[src/rtl/spi_byte_master.sv]
module spi_byte_master #(
  parameter int NCS   = 3,
  parameter int DIV_W = 5
) (
  input  logic            clk,
  input  logic            rst_n,
  input  logic            bus_wr,
  input  logic [3:0]      bus_addr,
  input  logic [31:0]     bus_wdata,
  output logic [31:0]     bus_rdata,
  output logic            spi_sclk,
  output logic            spi_mosi,
  input  logic            spi_miso,
  output logic [NCS-1:0]  spi_cs_n
);
  localparam int DIV_LSB = 32 - DIV_W;
  localparam logic [3:0] LAST_EDGE = 4'd15;

  logic [DIV_W-1:0] div_q, cnt_q;
  logic             loop_q, busy_q, sclk_q, mosi_q;
  logic [NCS-1:0]   cs_q, cs_wr;
  logic [7:0]       sh_q;
  logic [3:0]       edge_q;
  logic [31:0]      ctrl_rd;

  wire sel_ctrl = (bus_addr == 4'h0);
  wire sel_data = (bus_addr == 4'h4);
  wire wr_ctrl  = bus_wr && sel_ctrl && !busy_q;
  wire wr_data  = bus_wr && sel_data && !busy_q;
  wire tick     = busy_q && (cnt_q == div_q);
  wire rx_bit   = loop_q ? mosi_q : spi_miso;

  for (genvar n = 0; n < NCS; n++) begin : g_cs
    assign cs_wr[n] = bus_wdata[2*n];
  end

  always_comb begin
    ctrl_rd = '0;
    ctrl_rd[31:DIV_LSB] = div_q;
    ctrl_rd[3] = loop_q;
    ctrl_rd[1] = busy_q;
    for (int n = 0; n < NCS; n++) ctrl_rd[2*n] = cs_q[n];
  end

  assign bus_rdata = sel_ctrl ? ctrl_rd : sel_data ? {24'h0, sh_q} : 32'h0;
  assign spi_sclk  = sclk_q;
  assign spi_mosi  = mosi_q;
  assign spi_cs_n  = cs_q;

  always_ff @(posedge clk or negedge rst_n) begin
    if (!rst_n) begin
      div_q  <= '0;
      loop_q <= 1'b0;
      cs_q   <= '1;
      busy_q <= 1'b0;
      cnt_q  <= '0;
      edge_q <= '0;
      sh_q   <= '0;
      sclk_q <= 1'b1;
      mosi_q <= 1'b0;
    end else begin
      if (wr_ctrl) begin
        div_q  <= bus_wdata[31:DIV_LSB];
        loop_q <= bus_wdata[3];
        cs_q   <= cs_wr;
        if (bus_wdata[1]) begin
          busy_q <= 1'b1;
          cnt_q  <= '0;
          edge_q <= '0;
        end
      end
      if (wr_data) sh_q <= bus_wdata[7:0];
      if (busy_q) begin
        if (tick) begin
          cnt_q  <= '0;
          edge_q <= edge_q + 4'd1;
          if (!edge_q[0]) begin
            sclk_q <= 1'b0;
            mosi_q <= sh_q[7];
          end else begin
            sclk_q <= 1'b1;
            sh_q   <= {sh_q[6:0], rx_bit};
            if (edge_q == LAST_EDGE) begin
              busy_q <= 1'b0;
              mosi_q <= 1'b0;
            end
          end
        end else begin
          cnt_q <= cnt_q + 1'b1;
        end
      end
    end
  end

  p_start_busy_r4: assert property (@(posedge clk) disable iff (!rst_n)
    (bus_wr && sel_ctrl && bus_wdata[1] && !busy_q) |=> busy_q);

  p_sclk_idle_r5: assert property (@(posedge clk) disable iff (!rst_n)
    !busy_q |-> spi_sclk);

  p_mosi_hold_r6: assert property (@(posedge clk) disable iff (!rst_n)
    (spi_sclk && $past(spi_sclk)) |-> $stable(spi_mosi));

  p_cs_hold_r9: assert property (@(posedge clk) disable iff (!rst_n)
    busy_q |=> $stable(spi_cs_n));

  p_mosi_idle_r10: assert property (@(posedge clk) disable iff (!rst_n)
    !busy_q |-> !spi_mosi);
endmodule

[config.mk]
export PLATFORM = sky130hd
export DESIGN_NAME = spi_byte_master
export DESIGN_NICKNAME = d
export VERILOG_FILES = /design/src/rtl/spi_byte_master.sv
export SDC_FILE = /design/constraint.sdc
export NUM_CORES = 1
export LEC_CHECK = 0
export BUFFER_PORTS_ARGS = -buffer_cell sky130_fd_sc_hd__buf_2
export CAP_MARGIN = 10
export CORE_UTILIZATION = 34
export DETAILED_ROUTE_END_ITERATION = 8
export GPL_ROUTABILITY_DRIVEN = 0
export PLACE_DENSITY = 0.6
export RECOVER_POWER = 25
export SYNTH_ARGS = -nofsm -noshare
export SYNTH_HDL_FRONTEND = slang
export SYNTH_SLANG_ARGS = --single-unit
export TNS_END_PERCENT = 10
[constraint.sdc]
create_clock -name clk -period 2.25 [get_ports clk]
set_clock_uncertainty 0.15 [all_clocks]
set_input_delay 0.1125 -clock clk [delete_from_list [all_inputs] [get_ports clk]]
set_output_delay 0.1125 -clock clk [all_outputs]
set_load 0.01 [all_outputs]
==> reports/metrics.yaml <==
grt_max_degree: 30
dp_slack_ns: 0.245
initial_core_util: 0.358
pwr_density_cell_nw_per_um2: 973
layout_common_cells: "buf_2, dfrtp_1, conb_1"
cts_resized: 0
clk_pin_slew_ns: 0.06
min_period_ns: 2.03
slew_headroom: 0.564
dieWidth_um: 73.0
clock-root-buffer: "clkbuf_8"
globalRouteTotalUtil: 0.140
drc: 0
grt_first_pass_wirelength_mm: 5.55
total_power_mw: 2.05
cpPeakStageDelay_ns: 0.62
status: "finished clean"
die_h_um: 73.0
p_sw_mw: 0.699
crit_fanout: 10
vias: 1258
overflow: 0
cts.sinks: 29
drv_slew: 0
hp-class: "primary input to register"
drt_iter0_drc: 28
cts_buffers: 5
die_area_um2: 5320
cp_top_family: "simple AND/OR/NAND/NOR gates"
p_seq_frac: 0.454
timing.critical_path.to_type: "register"
switching_share: 0.341
hpwl_mm: 2.49
hold_path_end: "sh_q[0]"
drt_pass1_iterations: 5
yosysTopAreaCellShare: 0.365
wl_mm: 3.38
wl_per_cell_um: 12.2
clk_latency_ns: 0.28
antenna_cells: 0
netlist.top_cell.by_area: "dfrtp_1"
netlist_area_um2: 1710
p_int_mw: 1.35
vias_per_cell: 4.56
pwr-share-comb: 0.349
ys_types: 36
setup_viol_count_final: 0
finalSetupTns_ns: 0
synth_area_leaders: "dfrtp_1, mux2_2, buf_4, dfstp_2, mux2_4"
rsz0062_at_grt: "false"
setup_ws_ns: 0.223
startpoint_type: "register"
areaGrowthSynthToFinish_pct: 23.0
hold_start: "spi_miso"
ir_drop_uv: 483
finalHoldViolCount: 0
crit_start: "cnt_q[2]"
cp.arrival_ns: 2.03
synth_seq_cells: 29
fin_util: 0.440
yosys_warnings: 0
slowest_stage: "or4_4"
r2r_start: "cnt_q[2]"
syn_avg_cell_area_um2: 11.2
grt_pass1_vias: 1145
clock_path_buffers: 2
io_buffers: 38
placed_area_um2: 1920
cts_tree: "yes"
ys_seq_area_frac: 0.427
antenna_found_initial: 0
max_freq_ghz: 0.493
cts.htree.levels: 2
final_nets: 250
reg2reg_depth: 4
required_ns: 2.25
r2r_slack_ns: 0.22
rows: 25
final_area_um2: 2100
crit_chain: "xnor2_1 > nand3_2 > or4_4 > mux2_4"
p_leak_nw: 1.03
drive_gt1_frac: 0.392
r2r-end: "sh_q[2]"
period_share: 0.901
synthCells: 153
critical_path_class: "register to register"
tightest_slew_ns: 0.653
ant_nets: 0
ioPinCount: 77
core_um2: 4790
p_clk_frac: 0.197
drv_cap: 0
crit_buf_inv: 0
holdPathStages: 3
final_common_cell: "buf_2"
==> per-layer routing <==
metal | vias to the layer above | GRT usage | share of wire
li1 | 619 | - | -
met1 | 599 | 0.195 | 0.49
met2 | 35 | 0.202 | 0.45
met3 | 5 | 0.0456 | 0.050
met4 | 0 | 0.0523 | 0.012
met5 | - | 0 | 0
==> power by group through the flow <==
| stage | clock network, mW | registers [mW] | logic, mW |
|---|---|---|---|
| 5_1_grt | 0.446 | 0.962 | 0.808 |
| 3_5_place_dp | 0 | 0.937 | 0.707 |
| 6_report | 0.404 | 0.930 | 0.714 |
| 2_1_floorplan | 0 | 0.897 | 0.560 |
| 3_3_place_gp | 0 | 0.931 | 0.693 |
| 4_1_cts | 0.417 | 0.930 | 0.720 |
==> cells by family after synthesis <==
group                    Yosys count  share of synthesized area
multiplexers                      27                      0.190
AND/OR/NAND/NOR                   41                      0.140
adder cells (fa/ha/maj)            2                     0.0146
AO/OA/AOI/OAI                     22                     0.0855
XOR/XNOR                           6                     0.0395
flip-flops                        29                      0.427
other                              1                    0.00219
buffers and inverters             25                      0.101
==> sequential cells by signal, summed over array words and instances, names as in the netlist <==
| name | count |
|---|---|
| cnt_q | 5 |
| div_q | 5 |
| spi_cs_n | 3 |
| loop_q | 1 |
| edge_q | 4 |
| busy_q | 1 |
| spi_mosi | 1 |
| sh_q | 8 |
| spi_sclk | 1 |
==> layout make-up <==
class	count	area [um2]
sequential	29	731
clock buffer	8	80.1
tap	67	83.8
timing repair buffer	51	313
fill	471	2680
multi-input combinational	117	882
inverter	4	15.0
==> synth_stat cells (all sizes together) <==
cell / instances
nand2: 11
nor4b: 1
or4: 2
mux2i: 4
nand3: 10
nor4: 1
buf: 20
o21ai: 9
mux2: 23
a21boi: 1
and2: 8
or3: 1
o21ba: 1
a32o: 1
dfrtp: 25
xor2: 1
ha: 2
nor3: 2
a21oi: 2
xnor2: 5
nor2b: 1
o31ai: 1
nor2: 2
inv: 4
and3: 2
conb: 1
a31oi: 2
a22o: 5
dfstp: 4
clkbuf: 1
==> timing repair <==
item	4_1_cts	5_1_grt
hold endpoints to repair	34	0
buffers inserted	0	0
hold buffers	10	0
==> worst max path at each step <==
stage | endpoint | slack, ns | cells past startpoint
after floorplan | sh_q[1] | 0.28 | 5
after global placement | sh_q[2] | 0.25 | 4
after detailed placement | sh_q[2] | 0.24 | 4
after CTS | sh_q[2] | 0.23 | 4
after global routing | sh_q[2] | 0.10 | 4
final | sh_q[2] | 0.22 | 4
==> stage by stage <==
step / cells / hold WS, ns
after floorplan: 171 / -0.333
after detailed placement: 258 / 0.0305
after global routing: 276 / 0.0444
after global placement: 258 / 0.0329
after CTS: 276 / 0.0199
final: 276 / 0.00995
==> worst reg2reg max path, cell delays in order, from the launching register on <==
cell and delay [ns]:
dfrtp_1 0.45, xnor2_1 0.24, nand3_2 0.11, or4_4 0.62, mux2_4 0.34
Power figures use the tool's default switching activity.
